## src/rtl/rx_ring_mgr.sv

```systemverilog
module rx_ring_mgr #(
  parameter int PG_W      = 8,
  parameter int MISS_W    = 8,
  parameter logic [PG_W-1:0] DEF_START = 8'h46,
  parameter logic [PG_W-1:0] DEF_STOP  = 8'h80
) (
  input  logic                 clk,
  input  logic                 rst_n,
  input  logic                 cfg_we,
  input  logic [1:0]           cfg_sel,
  input  logic [7:0]           cfg_wdata,
  input  logic [1:0]           int_clr,
  input  logic                 rx_valid,
  input  logic                 rx_sof,
  input  logic                 rx_eof,
  input  logic [7:0]           rx_data,
  input  logic                 rx_crc_ok,
  output logic                 ram_we,
  output logic [PG_W+7:0]      ram_addr,
  output logic [7:0]           ram_wdata,
  output logic [PG_W-1:0]      start_pg,
  output logic [PG_W-1:0]      stop_pg,
  output logic [PG_W-1:0]      bnry_pg,
  output logic [PG_W-1:0]      curr_pg,
  output logic                 int_rx,
  output logic                 int_ovw,
  output logic [MISS_W-1:0]    miss_cnt,
  output logic [7:0]           rx_stat
);
  localparam int AW = PG_W + 8;

  typedef enum logic [1:0] {S_IDLE, S_RECV, S_DROP, S_HDR} st_t;
  st_t st;

  logic [AW-1:0]   wp;
  logic [15:0]     len;
  logic [1:0]      hidx;
  logic [PG_W-1:0] nxt_pg;

  function automatic logic [PG_W-1:0] pg_inc(input logic [PG_W-1:0] p,
                                             input logic [PG_W-1:0] lo,
                                             input logic [PG_W-1:0] hi);
    pg_inc = (p + 1'b1 == hi) ? lo : p + 1'b1;
  endfunction

  logic            byte_go, hit;
  logic [AW-1:0]   addr_now, addr_nxt;
  logic [15:0]     len_now;
  logic [PG_W-1:0] pg_now, pg_after;

  assign byte_go  = rx_valid && (rx_sof ? (st != S_HDR) : (st == S_RECV));
  assign addr_now = rx_sof ? {curr_pg, 8'h04} : wp;
  assign len_now  = rx_sof ? 16'd4 : len;
  assign pg_now   = addr_now[AW-1:8];
  assign pg_after = pg_inc(pg_now, start_pg, stop_pg);
  assign hit      = (addr_now[7:0] == 8'h00) && (pg_now == bnry_pg);
  assign addr_nxt = (addr_now[7:0] == 8'hff) ? {pg_after, 8'h00} : addr_now + 1'b1;

  always_ff @(posedge clk) begin
    if (!rst_n) begin
      st        <= S_IDLE;
      wp        <= '0;
      len       <= '0;
      hidx      <= '0;
      nxt_pg    <= '0;
      ram_we    <= 1'b0;
      ram_addr  <= '0;
      ram_wdata <= '0;
      start_pg  <= DEF_START;
      stop_pg   <= DEF_STOP;
      bnry_pg   <= DEF_START;
      curr_pg   <= DEF_START;
      int_rx    <= 1'b0;
      int_ovw   <= 1'b0;
      miss_cnt  <= '0;
      rx_stat   <= '0;
    end else begin
      ram_we <= 1'b0;
      if (int_clr[0]) int_rx  <= 1'b0;
      if (int_clr[1]) int_ovw <= 1'b0;
      if (cfg_we) begin
        case (cfg_sel)
          2'd0: start_pg <= cfg_wdata;
          2'd1: stop_pg  <= cfg_wdata;
          2'd2: bnry_pg  <= cfg_wdata;
          default: curr_pg <= cfg_wdata;
        endcase
      end

      if (st == S_HDR) begin
        ram_we   <= 1'b1;
        ram_addr <= {curr_pg, 6'd0, hidx};
        case (hidx)
          2'd0: ram_wdata <= 8'h01;
          2'd1: ram_wdata <= nxt_pg;
          2'd2: ram_wdata <= len[7:0];
          default: ram_wdata <= len[15:8];
        endcase
        hidx <= hidx + 2'd1;
        if (hidx == 2'd3) begin
          curr_pg <= nxt_pg;
          int_rx  <= 1'b1;
          st      <= S_IDLE;
        end
      end else if (byte_go && !hit) begin
        ram_we    <= 1'b1;
        ram_addr  <= addr_now;
        ram_wdata <= rx_data;
        wp        <= addr_nxt;
        len       <= len_now + 16'd1;
        if (rx_eof) begin
          if (rx_crc_ok) begin
            st      <= S_HDR;
            hidx    <= 2'd0;
            nxt_pg  <= pg_after;
            rx_stat <= 8'h01;
          end else begin
            st      <= S_IDLE;
            rx_stat <= 8'h02;
          end
        end else begin
          st <= S_RECV;
        end
      end else if (byte_go && hit) begin
        st       <= rx_eof ? S_IDLE : S_DROP;
        int_ovw  <= 1'b1;
        miss_cnt <= miss_cnt + 1'b1;
        rx_stat  <= 8'h10;
      end else if (st == S_DROP && rx_valid && rx_eof) begin
        st <= S_IDLE;
      end
    end
  end
endmodule

```

## config.mk

```make
export PLATFORM = sky130hd
export DESIGN_NAME = rx_ring_mgr
export DESIGN_NICKNAME = d
export VERILOG_FILES = /design/src/rtl/rx_ring_mgr.sv
export SDC_FILE = /design/constraint.sdc
export NUM_CORES = 1
export LEC_CHECK = 0
export ABC_AREA = 0
export BUFFER_PORTS_ARGS = -buffer_cell sky130_fd_sc_hd__buf_2
export CORE_MARGIN = 3
export CORE_UTILIZATION = 61
export CTS_BUF_LIST = sky130_fd_sc_hd__clkbuf_16
export DETAILED_ROUTE_END_ITERATION = 10
export PLACE_DENSITY = 0.93
export SLEW_MARGIN = 30
export SYNTH_ARGS = -nofsm -noshare
export SYNTH_HDL_FRONTEND = slang
export SYNTH_SLANG_ARGS = --single-unit
```

## constraint.sdc

```tcl
create_clock -name clk -period 4.5 [get_ports clk]
set_clock_uncertainty 0.15 [all_clocks]
set_input_delay 0.9 -clock clk [delete_from_list [all_inputs] [get_ports clk]]
set_output_delay 0.9 -clock clk [all_outputs]
set_load 0.01 [all_outputs]
```

# After elaboration in Yosys (flattened, before gate mapping)
# Cells that the tools add are included.
[totals]
reg_bits = 119
input_bits = 27
wordCells = 104
out_inout_bits = 75
[op_classes]
n_mux = 39
n_reduce_logical = 26
addsub = 5
n_eq_ne = 14
bitwise = 3
[op_table]
columns = ["cell", "n"]
rows = [
  ["16-bit 2-to-1 mux", 5],
  ["8-bit 2-to-1 mux", 10],
  ["16-bit by 1-bit adder with 16-bit output, second input constant", 2],
  ["2-bit 2-to-1 mux", 13],
  ["8-bit case mux with 3 select lines", 1],
  ["8-bit by 1-bit adder with 8-bit output, second input constant", 2],
  ["8-bit == test", 2],
  ["2-bit == test, second input constant", 5],
  ["1-bit 2-to-1 mux", 10],
  ["2-bit AND reduction", 5],
  ["3-bit AND reduction", 3],
  ["8-bit == test, second input constant", 1],
  ["8-bit logical NOT", 1],
  ["2-bit nonzero test", 4],
  ["2-bit by 1-bit == test with 1-bit output, second input constant", 3],
  ["1-bit logical AND", 6],
  ["2-bit logical NOT", 2],
  ["2-bit != test, second input constant", 2],
  ["4-bit AND reduction", 1],
  ["4-bit nonzero test", 1],
  ["1-bit NOT", 3],
  ["3-bit OR reduction", 1],
  ["2-bit by 1-bit adder with 2-bit output, second input constant", 1],
  ["2-bit by 1-bit != test with 1-bit output, second input constant", 1],
  ["2 further kinds", 2],
]

# Logic depth before layout (Yosys ltp)
[depth]
depth_word = 7
depth_mapped = 14
depth_no_buf = 10

# Least setup slack after synthesis
# OpenSTA, ideal clock, no wires.
[synth_timing]
path_type = "input -> register"
startpoint = "input rx_sof"
endpoint = "register nxt_pg[4]"
required_time_ns = 4.224
cell_stages = 11
path_slack_ns = 1.171
arrival_time_ns = 3.053
path_buffers = 2
cell_sequence = "buf_6 buf_8 mux2i_1 inv_1 ha_1 xnor3_1 nor3_1 and4_1 nand2_2 o21ai_0 o21ai_0"
[synth_between]
elab_chain_len = 6
word_cells_on_any_way = 12
cone_classes = "1 x add/sub; 2 x eq/ne; 3 x mux; 6 x reduce/logical"
[synth_rtl]
columns = ["element", "line_no", "rtl"]
rows = [
  ["start, declared", "14", "input logic rx_sof,"],
  ["parallel branches: the longest is 6 deep, another holds 8-bit by 1-bit adder with 8-bit output", "-", ""],
  ["end signal, assigned", "115", "nxt_pg <= pg_after;"],
  ["end, declared", "38", "logic [PG_W-1:0] nxt_pg;"],
]
# Several ways; the timed one is not identified.
# A chain may end at the register's enable or synchronous reset.

# Worst setup path in the final report
# Same ends and word-level chain as after synthesis.

==> metrics.txt <==
Die X=105 um; worst slew pin tran=0.968 ns; setup total negative slack=0 ns; CTS tree=done; Seq. cell area=2280 sq um; largest net degree at the start of global routing=52; grt total ovfl=0; DR vias/cell=6.24; Worst-Skew Late Latency=0.42 ns; MaxCap Viol Count=0; layout net count=826; Period minus WS final=3.69 ns; critical path class=input port to flop; first-pass GRT wire length=28.2 mm; ant diodes=0; share of post-route cells with drive strength above 1=20.3%; metal3 WL=1.61 mm; Max Used Layer=met4; CTS Hold Bufs=0; Cell Rows=35; leak pwr=0.00286 uW; router iterations before antenna repair=5; met2 WL=8.25 mm; total die area=11,000 sq um; Crit Path Max Fanout=18; Filler Cells Inserted=674; Post-synth EDFFs=0; dpl hpwl=12.2 mm; Post-Syn Instances=711; Clk pin slew, worst setup/hold paths=0.06 ns; fmax=0.271 GHz; FFs w/ async S/R, synth=0%; Core Area=9370 sq um; Post-CTS Setup Bufs=0; die height=105 um; Yosys top cell area share=38.3%; Setup crit end kind=flop; met1 wire length=7.06 mm; CTS Buf Count=17; Hold Fails Final Rpt=0; H-Tree Level Count=4; sequential-to-total area share from yosys stat=38.3%; I/O pin count=102; final wirelength=17.6 mm; # resized after CTS=0; yosys warns=0; total global-route track usage=32.0%; via count=5,812; WL/cell=18.9 um; DP Cell Count=900; Yosys top cell by area=dfxtp_1; vias in the first global route=5,536; I/O Buffers=96; fin worst setup slack=0.809 ns; status=finished clean; area used by multi-input combinational logic=3360 sq um; placer congestion estimate=0.951; DRT iter0 DRCs=668; Post-Layout Cell Count=932; Final Slew Violations=0; Mapped Area=5950 sq um; Pwr per Cell Area=378 nW/um^2; Max clock buf depth=2; Worst EP arrival=3.83 ns; CP startpoint kind=input port; Critical Path RT=4.64 ns; Hold WC Path Type=flop to flop; largest cells by area after synthesis=dfxtp_1, nand2_1, mux2i_1, a21oi_1, nor2_1; unrepaired setup endpoints after global routing=false; Root Buffer=clkbuf_16; Slew HR=35.5%; endpoints failing setup=0; post-synthesis cell type count=67; Tcrit/Tclk final=82.0%; initial core utilization=63.5%; Post-Place Setup Slack=0.498 ns; Layout area overhead=17.2%; synthesized area per cell=8.37 sq um; maximum vdd ir drop=0.297 mV; antenna viol nets, final=0; post-layout util=74.4%; dominant synthesized flop cell=dfxtp_1; clock tree sinks=114; synthesized flop and latch total=114; DRC Markers=0; antenna violations before repair=0
[synthesized netlist by cell type (4+ instances only)]
| library cell | instances |
|---|---|
| buf_2 | 4 |
| mux2i_2 | 6 |
| nor2_1 | 67 |
| a22oi_1 | 10 |
| dfxtp_1 | 114 |
| a221oi_1 | 9 |
| ha_1 | 9 |
| a31oi_1 | 15 |
| nand3b_1 | 11 |
| a21oi_1 | 52 |
| xnor2_1 | 16 |
| mux2i_1 | 33 |
| nand3_1 | 24 |
| nand2_1 | 103 |
| and2_1 | 5 |
| nand2b_1 | 5 |
| buf_6 | 8 |
| a211oi_1 | 7 |
| buf_4 | 6 |
| and3_1 | 11 |
| nand4_1 | 8 |
| clkbuf_1 | 24 |
| o21ai_1 | 8 |
| inv_1 | 10 |
| buf_1 | 4 |
| xor2_1 | 18 |
| o21ai_0 | 47 |
| or3_1 | 10 |
| o211ai_1 | 5 |
| nor3_1 | 8 |
[through the flow]
step	hold WS [ns]	total power [uW]	instance area [sq um]
finish	0.318	2630	6970
floorplan	0.288	1270	5970
CTS	0.318	2620	6970
global placement	0.295	1340	6400
global route	0.338	2700	6970
detailed placement	0.301	1350	6400
[sequential cells by signal (all words and copies together), names as in the netlist, 3 cells and up]
signal	flops
wp	16
miss_cnt	8
nxt_pg	8
len	16
curr_pg	8
start_pg	8
ram_addr	16
ram_wdata	8
rx_stat	3
stop_pg	8
bnry_pg	8
[cells by family after synthesis]
family	after synthesis	share of synthesized area, %
xor+xnor	36	5.78
other cells	1	0.0630
simple gates	281	23.4
compound gates	171	17.8
fa+ha+maj	9	1.89
mux	40	7.32
buf+inv	59	5.42
flops	114	38.3
[layer usage]
metal  GRT usage, %  vias to the layer above
met1           40.2                     2732
li1               -                     2670
met3           7.10                       71
met2           51.7                      339
met5              0                        -
met4           15.7                        0
[cell type report]
cell class	count	share of cell area [%]
timing repair buffer	105	8.04
inverter	10	0.538
clock inverter	15	2.06
tap	129	2.31
sequential	114	32.7
clock buffer	17	6.10
multi-input combinational	542	48.2
[path summary, 6_finish.rpt]
check | from | to | slack, ns | cells past startpoint
hold reg to reg | rx_stat[1] | rx_stat[1] | 0.32 | 2
setup reg to reg | wp[8] | nxt_pg[4] | 1.38 | 9
hold / removal | rx_stat[1] | rx_stat[1] | 0.32 | 2
setup / recovery | rx_sof | nxt_pg[4] | 0.81 | 10
[power by group]
group | internal, uW | switching, uW | leakage, uW
combinational | 98.4 | 160 | 0.00166
clock | 807 | 494 | 0.000275
sequential | 1040 | 35.5 | 0.000925
total | 1940 | 689 | 0.00286
[cell usage in the layout (no fill, tap or decap), drive strengths merged, types with 10 or more instances in the layout]
cell type | synthesis | final
inv | 10 | 12
nand2 | 104 | 104
clkbuf | 26 | 17
a21oi | 53 | 53
nand3b | 11 | 11
buf | 23 | 105
a31oi | 16 | 16
or3 | 10 | 10
nor2 | 68 | 68
nand4 | 10 | 10
a22oi | 10 | 10
mux2i | 40 | 40
dfxtp | 114 | 114
xnor2 | 16 | 16
nand3 | 26 | 26
xor2 | 18 | 18
and3 | 11 | 11
o21ai | 55 | 55
[critical path, stage by stage]
cell	delay, ns
buf_2	0.39
mux2i_2	0.48
inv_1	0.14
ha_1	0.30
xnor3_1	0.35
nor3_1	0.29
and4_1	0.34
nand2_2	0.15
o21ai_0	0.35
o21ai_0	0.14
Note: power is estimated with default switching activity, not from simulation.
